`src/rtl/cct_pkg.sv`:
```
// Shared encodings for the capture-compare timer: register word addresses,
// control word layout and interrupt bit positions.
package cct_pkg;

    localparam int ADDR_W = 4;
    localparam int CTRL_W = 14;
    localparam int IRQ_N  = 3;

    // Interrupt bit positions (visible to software)
    localparam int IRQ_MATCH = 0;
    localparam int IRQ_WRAP  = 1;
    localparam int IRQ_CAPT  = 2;

    typedef enum logic [ADDR_W-1:0] {
        A_CTRL  = 4'd0,
        A_COUNT = 4'd1,
        A_LOAD  = 4'd2,
        A_TRIG  = 4'd3,
        A_MATCH = 4'd4,
        A_CAP1  = 4'd5,
        A_CAP2  = 4'd6,
        A_RAW   = 4'd7,
        A_STAT  = 4'd8,
        A_ENSET = 4'd9,
        A_ENCLR = 4'd10
    } reg_addr_e;

    // Control word, MSB first; bit positions are software-visible.
    typedef struct packed {
        logic       pair_mode;  // 13
        logic       toggle;     // 12
        logic [1:0] trig_mode;  // 11:10
        logic [1:0] edge_sel;   // 9:8
        logic       idle_high;  // 7
        logic       cmp_en;     // 6
        logic       div_en;     // 5
        logic [2:0] div_sel;    // 4:2
        logic       reload;     // 1
        logic       run;        // 0
    } ctrl_t;

endpackage

```
`src/rtl/cct_regs.sv`:
```
// Register file and interrupt logic. Holds control, reload, compare, mask and
// sticky raw status; decodes bus writes into strobes for the counter; returns
// read data combinationally. Assumes a single-cycle bus with no wait states.
module cct_regs
    import cct_pkg::*;
#(
    parameter int CNT_W = 32
) (
    input  logic              clk,
    input  logic              rst_n,
    input  logic              bus_valid,
    input  logic              bus_write,
    input  logic [ADDR_W-1:0] bus_addr,
    input  logic [CNT_W-1:0]  bus_wdata,
    output logic [CNT_W-1:0]  bus_rdata,
    input  logic [CNT_W-1:0]  count,
    input  logic [CNT_W-1:0]  cap1,
    input  logic [CNT_W-1:0]  cap2,
    input  logic [IRQ_N-1:0]  events,
    input  logic              auto_stop,
    output ctrl_t             ctrl,
    output logic [CNT_W-1:0]  load_val,
    output logic [CNT_W-1:0]  match_val,
    output logic [IRQ_N-1:0]  irq_en,
    output logic [IRQ_N-1:0]  irq_raw,
    output logic              wr_count,
    output logic              wr_trig,
    output logic              irq
);

    logic             wr;
    logic             wr_ctrl, wr_load, wr_match, wr_stat, wr_set, wr_clr;
    logic [IRQ_N-1:0] clr_mask;
    logic [IRQ_N-1:0] irq_masked;

    // Write strobe decode
    always_comb begin
        wr       = bus_valid && bus_write;
        wr_ctrl  = wr && (bus_addr == A_CTRL);
        wr_count = wr && (bus_addr == A_COUNT);
        wr_load  = wr && (bus_addr == A_LOAD);
        wr_trig  = wr && (bus_addr == A_TRIG);
        wr_match = wr && (bus_addr == A_MATCH);
        wr_stat  = wr && (bus_addr == A_STAT);
        wr_set   = wr && (bus_addr == A_ENSET);
        wr_clr   = wr && (bus_addr == A_ENCLR);
        clr_mask = wr_stat ? bus_wdata[IRQ_N-1:0] : '0;
    end

    // Control word; a write wins over the hardware stop on wrap
    always_ff @(posedge clk) begin
        if (!rst_n)
            ctrl <= '0;
        else if (wr_ctrl)
            ctrl <= ctrl_t'(bus_wdata[CTRL_W-1:0]);
        else if (auto_stop)
            ctrl.run <= 1'b0;
    end

    // Reload and compare values
    always_ff @(posedge clk) begin
        if (!rst_n) begin
            load_val  <= '0;
            match_val <= '0;
        end else begin
            if (wr_load)  load_val  <= bus_wdata;
            if (wr_match) match_val <= bus_wdata;
        end
    end

    // Interrupt mask: set-ones and clear-ones ports
    always_ff @(posedge clk) begin
        if (!rst_n)
            irq_en <= '0;
        else if (wr_set)
            irq_en <= irq_en | bus_wdata[IRQ_N-1:0];
        else if (wr_clr)
            irq_en <= irq_en & ~bus_wdata[IRQ_N-1:0];
    end

    // Sticky raw status; a new event wins over a clear in the same cycle
    always_ff @(posedge clk) begin
        if (!rst_n)
            irq_raw <= '0;
        else
            irq_raw <= (irq_raw & ~clr_mask) | events;
    end

    // Masked status and interrupt line
    always_comb begin
        irq_masked = irq_raw & irq_en;
        irq        = |irq_masked;
    end

    // Read data multiplexer
    always_comb begin
        bus_rdata = '0;
        case (bus_addr)
            A_CTRL:          bus_rdata = CNT_W'(ctrl);
            A_COUNT:         bus_rdata = count;
            A_LOAD:          bus_rdata = load_val;
            A_MATCH:         bus_rdata = match_val;
            A_CAP1:          bus_rdata = cap1;
            A_CAP2:          bus_rdata = cap2;
            A_RAW:           bus_rdata = CNT_W'(irq_raw);
            A_STAT:          bus_rdata = CNT_W'(irq_masked);
            A_ENSET, A_ENCLR: bus_rdata = CNT_W'(irq_en);
            default:         bus_rdata = '0;
        endcase
    end

endmodule

```
`src/rtl/cct_counter.sv`:
```
// Main counter with a power-of-two divider, wrap handling and compare.
// Bus writes to the count or trigger word override counting in that cycle,
// and suppress the wrap and match events that counting would have produced.
module cct_counter #(
    parameter int CNT_W = 32,
    parameter int DIV_W = 3
) (
    input  logic             clk,
    input  logic             rst_n,
    input  logic             run,
    input  logic             reload,
    input  logic             div_en,
    input  logic [DIV_W-1:0] div_sel,
    input  logic             cmp_en,
    input  logic [CNT_W-1:0] load_val,
    input  logic [CNT_W-1:0] match_val,
    input  logic             wr_count,
    input  logic             wr_trig,
    input  logic [CNT_W-1:0] wdata,
    output logic [CNT_W-1:0] count,
    output logic             match_evt,
    output logic             wrap_evt,
    output logic             auto_stop
);

    localparam int PRE_W = 1 << DIV_W;

    logic [PRE_W-1:0] pre_cnt;
    logic [PRE_W-1:0] pre_lim;
    logic             tick;
    logic             at_max;
    logic             bus_owns;
    logic [CNT_W-1:0] nxt;

    // Advance enable, next value and events
    always_comb begin
        pre_lim   = (PRE_W'(2) << div_sel) - PRE_W'(1);
        tick      = run && (!div_en || (pre_cnt == pre_lim));
        at_max    = &count;
        bus_owns  = wr_count || wr_trig;
        nxt       = at_max ? (reload ? load_val : '0) : count + CNT_W'(1);
        wrap_evt  = tick && at_max && !bus_owns;
        match_evt = tick && cmp_en && (nxt == match_val) && !bus_owns;
        auto_stop = wrap_evt && !reload;
    end

    // Divider phase; restarts whenever the counter is idle or undivided
    always_ff @(posedge clk) begin
        if (!rst_n || !run || !div_en)
            pre_cnt <= '0;
        else if (pre_cnt == pre_lim)
            pre_cnt <= '0;
        else
            pre_cnt <= pre_cnt + PRE_W'(1);
    end

    // Count register: direct write, then trigger reload, then counting
    always_ff @(posedge clk) begin
        if (!rst_n)
            count <= '0;
        else if (wr_count)
            count <= wdata;
        else if (wr_trig)
            count <= load_val;
        else if (tick)
            count <= nxt;
    end

endmodule

```
`src/rtl/cct_capture.sv`:
```
// Edge-selected capture of the count into one or two registers. Assumes
// cap_in is already synchronous to clk; one flop keeps its previous level.
module cct_capture #(
    parameter int CNT_W = 32
) (
    input  logic             clk,
    input  logic             rst_n,
    input  logic             cap_in,
    input  logic [1:0]       edge_sel,
    input  logic             pair_mode,
    input  logic [CNT_W-1:0] count,
    output logic [CNT_W-1:0] cap1,
    output logic [CNT_W-1:0] cap2,
    output logic             cap_evt
);

    logic prev;
    logic phase;
    logic qual;

    // Qualify the current edge against the selected polarity
    always_comb begin
        case (edge_sel)
            2'd1:    qual = cap_in && !prev;
            2'd2:    qual = !cap_in && prev;
            2'd3:    qual = cap_in != prev;
            default: qual = 1'b0;
        endcase
        cap_evt = qual && (!pair_mode || phase);
    end

    // Previous input level
    always_ff @(posedge clk) begin
        if (!rst_n) prev <= 1'b0;
        else        prev <= cap_in;
    end

    // Pair phase: 0 waits for the first edge, 1 for the second
    always_ff @(posedge clk) begin
        if (!rst_n || !pair_mode || edge_sel == 2'd0)
            phase <= 1'b0;
        else if (qual)
            phase <= !phase;
    end

    // Capture registers
    always_ff @(posedge clk) begin
        if (!rst_n) begin
            cap1 <= '0;
            cap2 <= '0;
        end else if (qual) begin
            if (pair_mode && phase) cap2 <= count;
            else                    cap1 <= count;
        end
    end

endmodule

```
`src/rtl/cct_pwm.sv`:
```
// Output stage driven by wrap and match events, in pulse or toggle form.
// Trigger mode 3 is treated as no trigger.
module cct_pwm (
    input  logic       clk,
    input  logic       rst_n,
    input  logic [1:0] trig_mode,
    input  logic       toggle,
    input  logic       idle_high,
    input  logic       match_evt,
    input  logic       wrap_evt,
    output logic       pwm_out
);

    logic fire;

    // Trigger selection
    always_comb begin
        case (trig_mode)
            2'd1:    fire = wrap_evt;
            2'd2:    fire = wrap_evt || match_evt;
            default: fire = 1'b0;
        endcase
    end

    // Output level: invert or pulse on a trigger, otherwise rest or hold
    always_ff @(posedge clk) begin
        if (!rst_n)
            pwm_out <= 1'b0;
        else if (fire)
            pwm_out <= toggle ? !pwm_out : !idle_high;
        else if (trig_mode == 2'd0 || !toggle)
            pwm_out <= idle_high;
    end

endmodule

```
`src/rtl/capture_compare_timer.sv`:
```
// Top of the capture-compare timer: ties the register file to the counter,
// capture and output stages. All logic runs on one clock with synchronous
// active-low reset.
module capture_compare_timer
    import cct_pkg::*;
#(
    parameter int CNT_W = 32,
    parameter int DIV_W = 3
) (
    input  logic              clk,
    input  logic              rst_n,
    input  logic              bus_valid,
    input  logic              bus_write,
    input  logic [ADDR_W-1:0] bus_addr,
    input  logic [CNT_W-1:0]  bus_wdata,
    output logic [CNT_W-1:0]  bus_rdata,
    input  logic              cap_in,
    output logic              pwm_out,
    output logic              irq
);

    ctrl_t            ctrl;
    logic [CNT_W-1:0] count, load_val, match_val, cap1, cap2;
    logic [IRQ_N-1:0] irq_en, irq_raw, events;
    logic             match_evt, wrap_evt, cap_evt, auto_stop;
    logic             wr_count, wr_trig;

    // Event vector in interrupt bit order
    always_comb begin
        events            = '0;
        events[IRQ_MATCH] = match_evt;
        events[IRQ_WRAP]  = wrap_evt;
        events[IRQ_CAPT]  = cap_evt;
    end

    cct_regs #(.CNT_W(CNT_W)) u_regs (
        .clk(clk), .rst_n(rst_n),
        .bus_valid(bus_valid), .bus_write(bus_write), .bus_addr(bus_addr),
        .bus_wdata(bus_wdata), .bus_rdata(bus_rdata),
        .count(count), .cap1(cap1), .cap2(cap2),
        .events(events), .auto_stop(auto_stop),
        .ctrl(ctrl), .load_val(load_val), .match_val(match_val),
        .irq_en(irq_en), .irq_raw(irq_raw),
        .wr_count(wr_count), .wr_trig(wr_trig), .irq(irq)
    );

    cct_counter #(.CNT_W(CNT_W), .DIV_W(DIV_W)) u_cnt (
        .clk(clk), .rst_n(rst_n),
        .run(ctrl.run), .reload(ctrl.reload),
        .div_en(ctrl.div_en), .div_sel(DIV_W'(ctrl.div_sel)),
        .cmp_en(ctrl.cmp_en),
        .load_val(load_val), .match_val(match_val),
        .wr_count(wr_count), .wr_trig(wr_trig), .wdata(bus_wdata),
        .count(count), .match_evt(match_evt), .wrap_evt(wrap_evt),
        .auto_stop(auto_stop)
    );

    cct_capture #(.CNT_W(CNT_W)) u_cap (
        .clk(clk), .rst_n(rst_n), .cap_in(cap_in),
        .edge_sel(ctrl.edge_sel), .pair_mode(ctrl.pair_mode),
        .count(count), .cap1(cap1), .cap2(cap2), .cap_evt(cap_evt)
    );

    cct_pwm u_pwm (
        .clk(clk), .rst_n(rst_n),
        .trig_mode(ctrl.trig_mode), .toggle(ctrl.toggle),
        .idle_high(ctrl.idle_high),
        .match_evt(match_evt), .wrap_evt(wrap_evt), .pwm_out(pwm_out)
    );

endmodule

```
`config.mk`:
```
export PLATFORM = sky130hd
export DESIGN_NAME = capture_compare_timer
export DESIGN_NICKNAME = d
export VERILOG_FILES = /design/src/rtl/cct_pkg.sv /design/src/rtl/cct_regs.sv /design/src/rtl/cct_counter.sv /design/src/rtl/cct_capture.sv /design/src/rtl/cct_pwm.sv /design/src/rtl/capture_compare_timer.sv
export SDC_FILE = /design/constraint.sdc
export NUM_CORES = 1
export LEC_CHECK = 0
export BUFFER_PORTS_ARGS = -buffer_cell sky130_fd_sc_hd__clkbuf_2
export CAP_MARGIN = 20
export CORE_UTILIZATION = 30
export CTS_CLUSTER_DIAMETER = 40
export CTS_CLUSTER_SIZE = 14
export DETAILED_ROUTE_END_ITERATION = 10
export PLACE_DENSITY_LB_ADDON = 0.08
export SKIP_CTS_REPAIR_TIMING = 1
export SLEW_MARGIN = 10
export SYNTH_ARGS = -nofsm -noshare
export SYNTH_HDL_FRONTEND = slang
export SYNTH_SLANG_ARGS = --single-unit
```
`constraint.sdc`:
```
create_clock -name clk -period 6.5 [get_ports clk]
set_input_delay 0.975 -clock clk [delete_from_list [all_inputs] [get_ports clk]]
set_output_delay 0.975 -clock clk [all_outputs]
set_load 0.03 [all_outputs]
```
Word level (Yosys, flattened, before mapping):

Cells that the tools add are included.

* register bits after elaboration: 191
* word-level logic and storage cells: 121

* add/subtract/negate cells: 3
* equality and inequality tests: 18
* shift-type cells: 1
* mux-type cells: 16
* bitwise operators: 8
* reductions and logical operators: 54

Operators with widths (number)
* 32-bit one-hot mux with 9 select lines: 1
* 32-bit two-way mux: 5
* 32-bit by 1-bit adder with 32-bit output, second input constant: 1
* 32-bit == test: 1
* 32-bit AND reduction: 1
* 1-bit logical AND: 20
* 4-bit by 3-bit == test with 1-bit output, second input constant: 4
* 4-bit == test, second input constant: 3
* 1-bit zero test: 12
* 3-bit bitwise AND: 3
* 1-bit logical OR: 9
* 3-bit two-way mux: 3
* 8-bit by 1-bit adder with 8-bit output, second input constant: 1
* 4-bit by 2-bit == test with 1-bit output, second input constant: 2
* 8-bit == test: 1
* 2-bit by 3-bit << shifter with 8-bit output, first input constant: 1
* 8-bit by 2-bit subtractor with 8-bit output, second input constant: 1
* 2-bit == test, second input constant: 3
* 3-bit inverter: 2
* 3-bit OR: 2
* 2-bit nonzero test: 3
* 1-bit two-way mux: 5
* 2-bit by 1-bit == test with 1-bit output, second input constant: 2
* 4-bit by 1-bit == test with 1-bit output, second input constant: 1
* other kinds (10): 13

Logic depth before layout (Yosys ltp):

* depth after elaboration: 11
* depth in mapped cells: 13
* gate-level depth less buffers: 11

Modules after synthesis:

A second synthesis with hierarchy kept.

* cells, all modules: 1435
* area, all modules: 11345.9 sq um

By module, submodules not included
* cct_regs: instances 1, cells each 586, area each 4733.3 sq um, sequential area each 1681.6 sq um
* cct_counter: instances 1, cells each 566, area each 3973.8 sq um, sequential area each 800.8 sq um
* cct_capture: instances 1, cells each 266, area each 2489.9 sq um, sequential area each 1321.3 sq um
* cct_pwm: instances 1, cells each 17, area each 148.9 sq um, sequential area each 20.0 sq um

Least setup slack after synthesis:

No wires, ideal clock.

* path type: input port to output port
* start: input bus_addr[3]
* end: output bus_rdata[17]
* data arrival time: 2639 ps
* slack: 2886 ps
* stages on the path: 8
* path buffers: 3
* cells stage by stage: clkbuf_1 inv_1 nand2_1 nor3_1 clkbuf_1 buf_1 a22oi_1 nand3_1

* word-level cells in the longest chain between the ends: 3
* elaborated cells on any way between the ends: 12
* those cells by class: eq/ne: 9; mux: 1; reduce/logical: 2

RTL lines
* start, declared: RTL line capture_compare_timer.sv:14 `input logic [ADDR_W-1:0] bus_addr,`
* 4-bit == test: RTL line cct_regs.sv:98 `case (bus_addr)`
* 2-bit OR reduction: RTL line cct_regs.sv:98
* 32-bit one-hot mux with 9 select lines (*): RTL line cct_regs.sv:98
* end, declared: RTL line capture_compare_timer.sv:16 `output logic [CNT_W-1:0] bus_rdata,`

Every way passes the cells marked *; elsewhere a longest branch is shown, timed or not.

Final worst setup path:

* start: register u_cnt.count[0]
* end: register u_pwm.pwm_out

* word-level cells in the longest chain between the ends: 8
* elaborated cells on any way between the ends: 12
* those cells by class: add/sub: 1; eq/ne: 1; mux: 3; reduce/logical: 7

RTL lines
* start, declared: RTL line cct_counter.sv:20 `output logic [CNT_W-1:0] count,`
* start signal, assigned: RTL line cct_counter.sv:62 `count <= wdata;`
* start signal, assigned: RTL line cct_counter.sv:64 `count <= load_val;`
* start signal, assigned: RTL line cct_counter.sv:66 `count <= nxt;`
* 32-bit by 1-bit adder with 32-bit output / 32-bit AND reduction (equally long branches): RTL line cct_counter.sv:41, cct_counter.sv:39
* 32-bit two-way mux: RTL line cct_counter.sv:41 `nxt = at_max ? (reload ? load_val : '0) : count + CNT_W'(1);`
* 32-bit == test: RTL line cct_counter.sv:43 `match_evt = tick && cmp_en && (nxt == match_val) && !bus_owns;`
* 1-bit logical AND (2 in series): RTL line cct_counter.sv:43
* 1-bit logical OR: RTL line cct_pwm.sv:20 `2'd2: fire = wrap_evt || match_evt;`
* 1-bit one-hot mux with 2 select lines (*): RTL line cct_pwm.sv:18 `case (trig_mode)`
* 1-bit two-way mux / 2-bit nonzero test (equally long branches)
* end signal, assigned: RTL line cct_pwm.sv:30 `pwm_out <= toggle ? !pwm_out : !idle_high;`
* end signal, assigned: RTL line cct_pwm.sv:32 `pwm_out <= idle_high;`
* end, declared: RTL line cct_pwm.sv:11 `output logic pwm_out`

Marks and branches as above.
A chain may end at the register's enable or synchronous reset.

==> results by group <==
Outcome
  • Outcome: completed

Setup path
  • Reg2reg path depth: 10
  • Worst Path Required: between 6000 and 7000 ps
  • Critical path endpoint category: flop
  • Setup CP Type: flop to flop
  • Crit path max fanout: 17
  • CP Launch Type: flop
  • CP arrival: 4930 ps

Placement
  • Final Wtd Congestion: 0.961
  • Hpwl dp: 31.2 mm
  • IO Port Bufs: 74
  • Pre-CTS setup slack: 2130 ps
  • Placed Area: 11200 µm²

Logic synthesis
  • Main synth FF type: dfxtp_1
  • Syn Area/Cell: between 7 and 8 µm²
  • XOR/XNOR Fraction of Synth Area: 3.94%
  • Largest family of logic cells by synthesized area: simple AND/OR/NAND/NOR gates
  • Simple-Gate Fraction of Synth Area: 26.7%
  • Post-synth EDFFs: 0
  • Ys async rst share: 0%
  • Area share of fa/ha/maj cells after synthesis: less than 1%
  • Synth cell types: 73
  • Synthesis Warnings: 0
  • Compound-cell area share of the yosys netlist: around a quarter
  • Synth Register Bits: around 190
  • Synth Net Count: roughly 1500
  • Post-synthesis mux area share: 0.601%
  • Post-Synthesis Cells: 1470
  • Sequential area share after synthesis: 36.0%
  • Post-Syn Area: 10600 µm²

STA
  • Setup tns final: 0 ps
  • Worst-Margin Slew: about 1000 ps
  • Setup repair after global routing missed its margin: no
  • Max-slew violations: 0
  • Fin crit share: a little over two thirds
  • Min Tclk post-route: ~4600 ps
  • Worst setup margin: a little under 2000 ps
  • Setup Viol. Count Final: 0
  • Max-slew headroom: between 30% and 40%
  • Hold Fails Final Rpt: 0
  • Clock skew: 12.8 ps
  • Max Freq: 0.220 GHz

Floorplan
  • Starting Density: 30.6%
  • Die area: 36100 µm²
  • Die Span Y: 190 µm
  • Rows: between 60 and 70
  • Die Width: 190 µm
  • CORE AREA: 34700 µm²
  • Boundary Pins: 75

Routing
  • DR WL/cell: roughly 23 µm
  • Avg Vias per Cell: 5.65
  • Vias: roughly 11000
  • Drt first pass iters: 6
  • Routed WL: 44.8 mm
  • Drc violations: 0
  • Drt initial violations: 902
  • Antenna Violating Nets Remaining: 0

Clock network
  • Clk sink count: 191
  • Clock transition at the registers of the reported paths: 70 ps
  • CTS buffer count: 17
  • H-tree depth: 4
  • Longest Clk Path Bufs: 2
  • Worst skew pair latency: 460 ps
  • CTS tree: yes
  • Root Driver: clkbuf_16

Hold path
  • Hold Path Class: flop to flop
  • Hold Path Depth: 2

Layout
  • Final Util: 34.2%
  • Most frequent cells in the layout: 360 x nand2_1, 192 x a21oi_1, 191 x dfxtp_1
  • ANT cells: 0
  • Design Area, Final: 11900 µm²
  • Commonest non-fill, non-tap cell in the layout: nand2_1
  • # nets final: 1506
  • Layout area overhead: 11.9%
  • Share of layout cells above drive strength 1: between 10% and 20%

Power and ir drop
  • Sequential power share: 48.3%
  • LEAKAGE: 0.00393 µW
  • Pwr per Cell Area: 210 nW/µm²
  • Combinational power share: 5.5%
  • Max IR drop VDD: 188 µV
  • Clock power share: between 40% and 50%
  • P_sw: 623 µW
  • Net Sw Frac: approximately a quarter
  • Cell internal pwr: 1870 µW

Global routing
  • Number of global-route vias before repair: 10510
  • Largest net degree at the start of global routing: 67
  • All-layer global routing usage: between 20% and 30%
  • Global-route wire length before repair: roughly 68 mm
  • Initial antenna violation count: 1
  • Overflow after GRT: 0

Job
  • Max-Cap Viols: 0
[layout make-up]
type | count | area [µm²]
fillers | 3770 | 22800
flip-flops and latches | 191 | 3820
clock buffers | 22 | 484
inverters | 28 | 108
multi-input cells | 1119 | 6170
repair buffers | 101 | 573
clock inverters | 10 | 148
well taps | 455 | 569
[cells in the mapped netlist, types with 4 or more instances]
master	count	area share, %
nor4_1	8	0.47
a21oi_1	192	9.1
nand3_1	65	3.1
buf_4	8	0.57
xnor2_1	26	2.1
and3_1	13	0.77
o211ai_1	8	0.57
dfxtp_1	191	36
and2_1	5	0.29
a222oi_1	19	1.8
buf_2	17	0.80
inv_1	27	0.96
nand2_1	361	13
nor2_1	86	3.0
nor3_1	13	0.61
o21ai_0	57	2.7
and4_1	10	0.83
nand2b_1	9	0.53
ha_1	7	0.83
a221oi_1	20	1.7
a31oi_1	14	0.83
a22oi_1	75	5.3
nand4_1	27	1.6
and2_0	5	0.29
or4_1	4	0.28
xor2_1	19	1.6
clkbuf_1	103	3.6
or3_1	4	0.24
a41oi_1	4	0.33
buf_1	4	0.14
o41ai_1	5	0.41
[critical path, cell delays in order, from the launching register on]
cell	delay, ps
dfxtp_1	530
ha_1	420
nand3_1	270
nor4_2	520
nand3_1	660
and3_1	430
a2111oi_0	590
nand4_1	200
o41a_1	440
a211o_1	250
a31oi_1	150
[flip-flops by register name (all words and copies together), names as in the netlist, named ones only]
| name | flops |
|---|---|
| u_cap.phase | 1 |
| u_cnt.count | 32 |
| u_cap.cap1 | 32 |
| u_pwm.pwm_out | 1 |
| u_regs.irq_raw | 3 |
| u_cap.cap2 | 32 |
| u_regs.load_val | 32 |
| u_cap.prev | 1 |
| u_cnt.pre_cnt | 8 |
| u_regs.match_val | 32 |
| u_regs.ctrl | 14 |
[through the flow]
step           hold WS [ps]  cells  power, µW
5_1_grt                 472   1926       2580
3_3_place_gp            441   1893       1370
4_1_cts                 456   1925       2520
2_1_floorplan           426   1470       1300
6_report                456   1926       2490
3_5_place_dp            446   1893       1370
[path summary, 6_finish.rpt]
path | start | end | slack, ps
worst max-delay path | u_cnt.count[0]$_SDFFE_PN0P_ | u_pwm.pwm_out$_SDFFE_PN0P_ | 1950
worst min-delay path | u_cap.cap1[23]$_SDFFE_PN0P_ | u_cap.cap1[23]$_SDFFE_PN0P_ | 460
worst max register to register | u_cnt.count[0]$_SDFFE_PN0P_ | u_pwm.pwm_out$_SDFFE_PN0P_ | 1950
worst min register to register | u_cap.cap1[23]$_SDFFE_PN0P_ | u_cap.cap1[23]$_SDFFE_PN0P_ | 460
[cell families after synthesis]
family | count (synthesis)
buffers and inverters | 160
muxes | 6
DFF | 191
xor gates and xnor gates | 46
AOI/OAI and AO/OA | 431
adders and majority gates | 7
and+or+nand+nor | 629
[power groups by stage]
stage                     Combinational [µW]  Clock, µW  Sequential [µW]
after floorplan                         87.6          0             1210
after global placement                   136          0             1230
after detailed placement                 136          0             1230
after CTS                                136       1180             1200
after global routing                     149       1230             1200
final                                    137       1150             1200
[metal layers]
| layer | vias up | wire length (µm) | GRT usage (%) |
|---|---|---|---|
| met4 | 0 | 932 | 7.85 |
| met1 | 5296 | 20700 | 33.3 |
| li1 | 5205 | - | - |
| met3 | 64 | 1990 | 3.49 |
| met2 | 315 | 21100 | 41.6 |
| met5 | - | 0 | 0 |
(Power assumes the default switching activity.)
